## src/rtl/bsalu_pkg.sv

```systemverilog
package bsalu_pkg;

    typedef enum logic [1:0] {
        OP_AND  = 2'b00,
        OP_OR   = 2'b01,
        OP_NOTB = 2'b10,
        OP_SUM  = 2'b11
    } alu_op_e;

    localparam int NUM_OPS = 4;

    typedef struct packed {
        logic neg;
        logic zero;
    } alu_flags_t;

endpackage

```

## src/rtl/bsalu_op_decode.sv

```systemverilog
module bsalu_op_decode
    import bsalu_pkg::*;
(
    input  logic [1:0]         sel,
    output logic [NUM_OPS-1:0] line
);
    // One-hot line per operation code
    for (genvar i = 0; i < NUM_OPS; i++) begin : g_line
        assign line[i] = (sel == 2'(i));
    end
endmodule

```

## src/rtl/bsalu_slice.sv

```systemverilog
module bsalu_slice
    import bsalu_pkg::*;
(
    input  logic       a_bit,
    input  logic       b_bit,
    input  logic       en_a,
    input  logic       en_b,
    input  logic       inv_a,
    input  logic [1:0] op_sel,
    input  logic       carry_i,
    output logic       res_bit,
    output logic       carry_o
);
    logic               a_in;
    logic               b_in;
    logic [NUM_OPS-1:0] dec;
    logic [NUM_OPS-1:0] cand;

    bsalu_op_decode u_dec (
        .sel  (op_sel),
        .line (dec)
    );

    always_comb begin
        // enable first, then optional complement
        a_in = (a_bit & en_a) ^ inv_a;
        b_in = b_bit & en_b;
        cand[OP_AND]  = a_in & b_in;
        cand[OP_OR]   = a_in | b_in;
        cand[OP_NOTB] = ~b_in;
        cand[OP_SUM]  = a_in ^ b_in ^ carry_i;
        carry_o = (a_in & b_in) | (carry_i & (a_in ^ b_in));
        // gate each candidate by its decoded line, merge with OR
        res_bit = |(dec & cand);
    end
endmodule

```

## src/rtl/bsalu_flags.sv

```systemverilog
module bsalu_flags
    import bsalu_pkg::*;
#(
    parameter int WIDTH = 8
) (
    input  logic [WIDTH-1:0] word,
    output alu_flags_t       flags
);
    always_comb begin
        flags.neg  = word[WIDTH-1];
        flags.zero = ~(|word);
    end
endmodule

```

## src/rtl/bsalu_top.sv

```systemverilog
module bsalu_top
    import bsalu_pkg::*;
#(
    parameter int WIDTH     = 8,
    parameter bit REG_FLAGS = 1'b1
) (
    input  logic             clk,
    input  logic             rst_n,
    input  logic [WIDTH-1:0] op_a,
    input  logic [WIDTH-1:0] op_b,
    input  logic [1:0]       fn_sel,
    input  logic             en_a,
    input  logic             en_b,
    input  logic             inv_a,
    input  logic             carry_in,
    output logic [WIDTH-1:0] result,
    output logic             carry_out,
    output logic             flag_neg,
    output logic             flag_zero
);
    localparam int CHAIN_LEN = WIDTH + 1;

    logic [CHAIN_LEN-1:0] chain;
    logic [WIDTH-1:0]     res_w;
    alu_flags_t           flags_d;
    alu_flags_t           flags_q;

    assign chain[0] = carry_in;

    for (genvar i = 0; i < WIDTH; i++) begin : g_slice
        bsalu_slice u_slice (
            .a_bit   (op_a[i]),
            .b_bit   (op_b[i]),
            .en_a    (en_a),
            .en_b    (en_b),
            .inv_a   (inv_a),
            .op_sel  (fn_sel),
            .carry_i (chain[i]),
            .res_bit (res_w[i]),
            .carry_o (chain[i+1])
        );
    end

    bsalu_flags #(.WIDTH(WIDTH)) u_flags (
        .word  (res_w),
        .flags (flags_d)
    );

    if (REG_FLAGS) begin : g_flag_reg
        always_ff @(posedge clk or negedge rst_n) begin
            if (!rst_n) flags_q <= '0;
            else        flags_q <= flags_d;
        end
    end else begin : g_flag_comb
        always_comb flags_q = flags_d;
    end

    always_comb begin
        result    = res_w;
        carry_out = chain[WIDTH] & (alu_op_e'(fn_sel) == OP_SUM);
        flag_neg  = flags_q.neg;
        flag_zero = flags_q.zero;
    end
endmodule

```

## config.mk

```make
export PLATFORM = sky130hd
export DESIGN_NAME = bsalu_top
export DESIGN_NICKNAME = d
export VERILOG_FILES = /design/src/rtl/bsalu_pkg.sv /design/src/rtl/bsalu_op_decode.sv /design/src/rtl/bsalu_slice.sv /design/src/rtl/bsalu_flags.sv /design/src/rtl/bsalu_top.sv
export SDC_FILE = /design/constraint.sdc
export NUM_CORES = 1
export LEC_CHECK = 0
export BUFFER_PORTS_ARGS = -buffer_cell sky130_fd_sc_hd__buf_2
export CAP_MARGIN = 0
export CORE_ASPECT_RATIO = 0.75
export CORE_MARGIN = 1.5
export CORE_UTILIZATION = 48
export CTS_BUF_LIST = sky130_fd_sc_hd__clkbuf_4 sky130_fd_sc_hd__clkbuf_8
export DETAILED_ROUTE_END_ITERATION = 6
export PLACE_DENSITY = 0.79
export SYNTH_ARGS = -nofsm -noshare
export SYNTH_HDL_FRONTEND = slang
export SYNTH_HIERARCHICAL = 1
export SYNTH_SLANG_ARGS = --single-unit
```

## constraint.sdc

```tcl
create_clock -name clk -period 7.5 [get_ports clk]
set_clock_uncertainty 0.05 [all_clocks]
set_input_delay 1.5 -clock clk [delete_from_list [all_inputs] [get_ports clk]]
set_output_delay 1.5 -clock clk [all_outputs]
set_load 0.03 [all_outputs]
```

== After elaboration in Yosys (flattened, before gate mapping) ==
Index checks and enable logic that the tools add are counted.
Widths: inputs -> output; s select.
Storage, ports and cells
  flip-flop bits (word level): 2
  latch bits: 0
  bits in writable memories: 0
  memory bits (read-only): 0
  output and inout port bits: 11
  memories kept: 0
Operators by class
  add/sub/neg operators: 0
  multiply operators: 0
  div/mod/pow operators: 0
  $lt $le $gt $ge: 0
  equality and inequality tests: 3
  shifts and indexed selects: 0
  muxes and demuxes: 0
  bitwise operators: 90
  reduce and logical (&&, ||, !) cells: 10
Operators by type and width (number)
  $and 1x1->1: 33
  $and 4x4->4: 8
  $reduce_or 32->1: 1
  $reduce_or 4->1: 8
  $xor 1x1->1: 24
  $or 1x1->1: 16
  $not 1->1: 9
  $eq 2x2->1 const B: 2
  $eq 2x1->1 const B: 1
  $logic_not 2->1: 1

== Logic depth before layout (Yosys ltp) ==
  depth in word-level cells: 21
  gate-level depth with buffers: 14

== Cells and area by module ==
The synthesis kept the hierarchy.
By module, submodules not included
  bsalu_slice: times used 8, cells each 11, area an instance 96.3 um^2, sequential area each 0.0 um^2
  bsalu_op_decode: times used 8, cells each 4, area an instance 26.3 um^2, sequential area each 0.0 um^2
  bsalu_top: times used 1, cells each 3, area an instance 56.3 um^2, sequential area each 50.0 um^2
  bsalu_flags: times used 1, cells each 4, area an instance 26.3 um^2, sequential area each 0.0 um^2

== Worst setup path before layout ==
OpenSTA, ideal clock, no wires.
  path kind: input port to output port
  from: input op_a[0]
  to: output result[7]
  arrival time: 5.939 ns
  data required time: 5.950 ns
  slack: 0.011 ns
  cell stages on the path: 12
  path buffers: 0
  path through: nand2_1 xnor2_1 fa_1 fa_1 fa_1 fa_1 fa_1 fa_1 fa_1 fa_1 a22o_1 a221o_1
On the way
  longest elaborated chain between the ends: 20
  elaborated cells on any way between the ends: 21
  those cells by class: bitwise (20); reduce/logical (1)
Ends and longest elaborated chain
  start: declaration: RTL line bsalu_top.sv:9  | input logic [WIDTH-1:0] op_a,
  $and 1x1->1 (*): RTL line bsalu_slice.sv:26  | a_in = (a_bit & en_a) ^ inv_a;
  $xor 1x1->1 (*): RTL line bsalu_slice.sv:26
  $xor 1x1->1: RTL line bsalu_slice.sv:32  | carry_o = (a_in & b_in) | (carry_i & (a_in ^ b_in));
  $and 1x1->1: RTL line bsalu_slice.sv:32
  $or 1x1->1 (*): RTL line bsalu_slice.sv:32
  via chain[1]: RTL line bsalu_top.sv:23  | logic [CHAIN_LEN-1:0] chain;
  $and 1x1->1 (*): RTL line bsalu_slice.sv:32
  $or 1x1->1 (*): RTL line bsalu_slice.sv:32
  via chain[2]: RTL line bsalu_top.sv:23
  (+2 left out)
  via chain[3]: RTL line bsalu_top.sv:23
  (+2 left out)
  via chain[4]: RTL line bsalu_top.sv:23
  (+2 left out)
  via chain[5]: RTL line bsalu_top.sv:23
  (+1 left out)
  $or 1x1->1 (*): RTL line bsalu_slice.sv:32
  via chain[6]: RTL line bsalu_top.sv:23
  $and 1x1->1 (*): RTL line bsalu_slice.sv:32
  $or 1x1->1 (*): RTL line bsalu_slice.sv:32
  via chain[7]: RTL line bsalu_top.sv:23
  $xor 1x1->1 (*): RTL line bsalu_slice.sv:31  | cand[OP_SUM] = a_in ^ b_in ^ carry_i;
  $and 4x4->4 (*): RTL line bsalu_slice.sv:34  | res_bit = |(dec & cand);
  $reduce_or 4->1 (*): RTL line bsalu_slice.sv:34
  end: declaration: RTL line bsalu_top.sv:16  | output logic [WIDTH-1:0] result,
The timed path passes the listed nets; every way through them passes the cells marked *.

== Final worst setup path ==
  from: input en_a
  to: output result[7]
On the way
  longest elaborated chain between the ends: 20
  elaborated cells on any way between the ends: 50
  those cells by class: bitwise (49); reduce/logical (1)
Ends and longest elaborated chain
  start: declaration: RTL line bsalu_top.sv:12  | input logic en_a,
  $and 1x1->1 (*): RTL line bsalu_slice.sv:26
  $xor 1x1->1 (*): RTL line bsalu_slice.sv:26
  $xor 1x1->1: RTL line bsalu_slice.sv:32
  $and 1x1->1: RTL line bsalu_slice.sv:32
  $or 1x1->1 (*): RTL line bsalu_slice.sv:32
  via chain[1]: RTL line bsalu_top.sv:23
  $and 1x1->1 (*): RTL line bsalu_slice.sv:32
  $or 1x1->1 (*): RTL line bsalu_slice.sv:32
  via chain[2]: RTL line bsalu_top.sv:23
  (+2 left out)
  via chain[3]: RTL line bsalu_top.sv:23
  (+2 left out)
  via chain[4]: RTL line bsalu_top.sv:23
  (+2 left out)
  via chain[5]: RTL line bsalu_top.sv:23
  (+1 left out)
  $or 1x1->1 (*): RTL line bsalu_slice.sv:32
  via chain[6]: RTL line bsalu_top.sv:23
  $and 1x1->1 (*): RTL line bsalu_slice.sv:32
  $or 1x1->1 (*): RTL line bsalu_slice.sv:32
  via chain[7]: RTL line bsalu_top.sv:23
  $xor 1x1->1 (*): RTL line bsalu_slice.sv:31
  $and 4x4->4 (*): RTL line bsalu_slice.sv:34
  $reduce_or 4->1 (*): RTL line bsalu_slice.sv:34
Marks and branches as above.

==> metrics.log <==
INFO  metric run_status = finished clean
INFO  metric cell_internal_pwr = roughly 73 µW
INFO  metric fin_total_pwr = about 140 µW
INFO  metric routed_via_density = ~5.3
INFO  metric start_util = roughly half
INFO  metric multi_input_comb_area = around 970 µm²
INFO  metric routed-via-count = about 1.0k
INFO  metric cts_setup_buffers = 0
INFO  metric critical_path.top_delay_family = adder cells
INFO  metric placeableCoreArea = approximately 2000 µm²
INFO  metric max_stage_delay = between 400 and 500 ps
INFO  metric cell_rows = 14
INFO  metric number_of_cells_on_the_critical_path = 14
INFO  metric place_congestion = slightly below 0.9
INFO  metric number_of_instances_in_the_synthesized_netlist = approximately 130
INFO  metric overflow = 0
INFO  metric top_layer = met4
INFO  metric post-route-min-period = between 7000 and 8000 ps
INFO  metric crit_path_frequent_cell = sky130_fd_sc_hd__fa_2
INFO  metric number_of_h_tree_levels = 1
INFO  metric post_synth.cell_area_avg = 8.37 µm²
INFO  metric route.antenna.remaining_nets = 0
INFO  metric crit_start = en_a
INFO  metric leakage = approximately 0.75 nW
INFO  metric p_comb_share = 73.8%
INFO  metric vdd_ir_drop_max = 0.0981 mV
INFO  metric clk_transition_reported_paths = about 30 ps
INFO  metric critPathSlowestCell = sky130_fd_sc_hd__fa_1
INFO  metric final_net_count = 220
INFO  metric grt_pass1_vias = between 900 and 1k
INFO  metric worstSetupStartpointType = input pin
INFO  metric cts_root_buffer = sky130_fd_sc_hd__clkbuf_4
INFO  metric critPathMaxFanout = 2
INFO  metric worst_ep_arrival_time = ~5800 ps
INFO  metric n_antenna_cell = 0
INFO  metric drt-pass1-iter-count = 5
INFO  metric share_of_post_route_cells_with_drive_strength_above_1 = between 40% and 50%
INFO  metric dp_hpwl = 1.90 mm
INFO  metric endpoint_kind_of_the_worst_setup_timing_path = output pin
INFO  metric fin_crit_sh = a little over nine tenths
INFO  metric io_pins = 35
INFO  metric max-clock-path-buffers = 2
INFO  metric p_seq_share = ~8.7%
INFO  metric netSwitchingPower = 65.3 µW
INFO  metric cp_num_buf_inv = 2
INFO  metric largest_net_degree_at_the_start_of_global_routing = 34
INFO  metric area_growth = 27.8%
INFO  metric ys_seq_elements = 2
INFO  metric mostFrequentLayoutCells = sky130_fd_sc_hd__buf_2, sky130_fd_sc_hd__nand2_1, sky130_fd_sc_hd__inv_1, sky130_fd_sc_hd__ha_1, sky130_fd_sc_hd__nor2_1
INFO  metric grt_antenna_before_repair = 0
INFO  metric yosys_warnings = 6
INFO  metric final_common_cell = sky130_fd_sc_hd__buf_2
INFO  metric detailroute.wirelength.met3 = about 170 µm
INFO  metric detail_route.drc_violations = 0
INFO  metric fillerInstances = about 190
INFO  metric syn-cell-area = approximately 1100 µm²
INFO  metric pwr_per_cell_area = roughly 100 nW/µm²
INFO  metric timing.slew.headroom = 68.0%
INFO  metric tritoncts.num_buffers = 3
INFO  metric wl_met2 = roughly 1.2 mm
INFO  metric seqCellArea = around 50 µm²
INFO  metric crit_type = input pin to output pin
INFO  metric overall_global_routing_usage = a little over a fifth
INFO  metric fmax = approximately 0.14 GHz
INFO  metric worstMarginPinSlew = approximately 480 ps
INFO  metric syn-num-nets = around 180
INFO  metric clock_sinks = 2
INFO  metric report.final.slew_viol_count = 0
INFO  metric tritoncts = yes
INFO  metric hold_class = input pin to asynchronous set/reset pin
INFO  metric cts_hold_repair.buffers = 0
INFO  metric seq_area_frac_synth = 4.71%
INFO  metric drt-wirelength-per-cell = ~13 µm
INFO  metric grt_pass1_wl = approximately 4.2 mm
INFO  metric die_w = between 50 and 60 µm
INFO  metric port-buffer-count = 34
INFO  metric final_hold_viol_count = 0
INFO  metric cp-endpoint = result[7]
INFO  metric cp_cell_sequence = buf_2 > nand2_1 > xnor2_2 > fa_2 > fa_2 > fa_2 > fa_2 > fa_2 > fa_2 > fa_2 > fa_1 > a22o_1 > a221o_1 > buf_4
INFO  metric floorplan.die_area = 2510 µm²
INFO  metric power_switching_share = 47.1%
INFO  metric wirelength = 2.48 mm
INFO  metric synth.distinct_cells = 16
INFO  metric post_route_design_area = 1360 µm²
INFO  metric power.share.clock = ~18%
INFO  metric chipHeight = 43.8 µm
INFO  metric final_setup_violation_count = 0
INFO  metric cell_area_after_placement = between 1000 and 1500 µm²
INFO  metric required = 5950 ps
INFO  metric detail_route.wirelength.met1 = approximately 1.1 mm
INFO  metric drt_first_iter_violations = 27
INFO  metric cap_viol_max_count = 0
-- worst min-delay path by stage --
stage / end / slack (ps) / cells past startpoint
4_1_cts: flag_neg$_DFF_PN0_ / 1000 / 1
3_5_place_dp: flag_zero$_DFF_PN0_ / 1240 / 1
2_1_floorplan: flag_neg$_DFF_PN0_ / 1150 / 0
5_1_grt: flag_neg$_DFF_PN0_ / 1010 / 1
3_3_place_gp: flag_neg$_DFF_PN0_ / 1230 / 1
6_report: flag_neg$_DFF_PN0_ / 1000 / 1
-- cell usage after synthesis --
library cell / instances / area share (%)
sky130_fd_sc_hd__a221o_1: 8 / 7.5
sky130_fd_sc_hd__a22o_1: 8 / 6.6
sky130_fd_sc_hd__and2_2: 8 / 5.6
sky130_fd_sc_hd__and2b_2: 8 / 6.6
sky130_fd_sc_hd__and3_1: 1 / 0.59
sky130_fd_sc_hd__buf_4: 1 / 0.71
sky130_fd_sc_hd__dfrtp_1: 2 / 4.7
sky130_fd_sc_hd__fa_1: 8 / 15
sky130_fd_sc_hd__ha_1: 16 / 19
sky130_fd_sc_hd__inv_1: 16 / 5.6
sky130_fd_sc_hd__nand2_1: 16 / 5.6
sky130_fd_sc_hd__nor2_1: 9 / 3.2
sky130_fd_sc_hd__nor2b_1: 8 / 4.7
sky130_fd_sc_hd__or4_1: 2 / 1.4
sky130_fd_sc_hd__xnor2_1: 8 / 6.6
sky130_fd_sc_hd__xor2_1: 8 / 6.6
-- kinds of logic (layout without fill, tap and decap cells) --
group	after synthesis	in the layout	share of synthesized area, %
AO/OA/AOI/OAI	16	16	14.1
XOR/XNOR	16	16	13.2
adder cells (fa/ha/maj)	24	24	33.9
buffers and inverters	17	60	6.35
flip-flops	2	2	4.71
AND/OR/NAND/NOR	52	52	27.8
-- stage by stage --
stage | setup TNS [ps] | instances | worst slack (ps) | util, % | hold slack (ps)
6_report | 0 | 194 | 132 | 66.3 | 1000
5_1_grt | -20.6 | 194 | -20.6 | 66.3 | 1010
4_1_cts | 0 | 194 | 39.9 | 65.7 | 999
3_5_place_dp | -288 | 191 | -288 | 63.9 | 1240
3_3_place_gp | -217 | 191 | -217 | 63.9 | 1230
2_1_floorplan | 0 | 127 | 11.1 | - | 1150
-- final cells by class --
cell class / count / share of cell area, %
timing repair buffer: 41 / 16.6
inverter: 16 / 4.42
clock buffer: 3 / 1.66
sequential: 2 / 3.68
multi-input combinational: 108 / 71.5
tap: 24 / 2.21
-- per-layer routing --
layer | track usage, % | vias up
met3 | 2.69 | 6
met2 | 36.8 | 40
met5 | 0 | -
li1 | - | 504
met4 | 6.98 | 0
met1 | 27.3 | 470
-- registers in the layout (all words and copies together), names as in the netlist --
register,flops
flag_zero,1
flag_neg,1
-- power groups by stage --
stage          clock [mW]  combinational [mW]  sequential (mW)
5_1_grt            0.0245               0.114           0.0121
3_5_place_dp            0              0.0984           0.0122
2_1_floorplan           0              0.0636           0.0142
3_3_place_gp            0              0.0953           0.0121
4_1_cts            0.0250               0.100           0.0121
6_report           0.0244               0.102           0.0121
-- timing repair --
item,in CTS,in global routing
gates resized for setup,6,4
endpoints found under the setup margin,1,1
pin swaps,0,1
No activity file was read; power rests on OpenSTA's default activity.
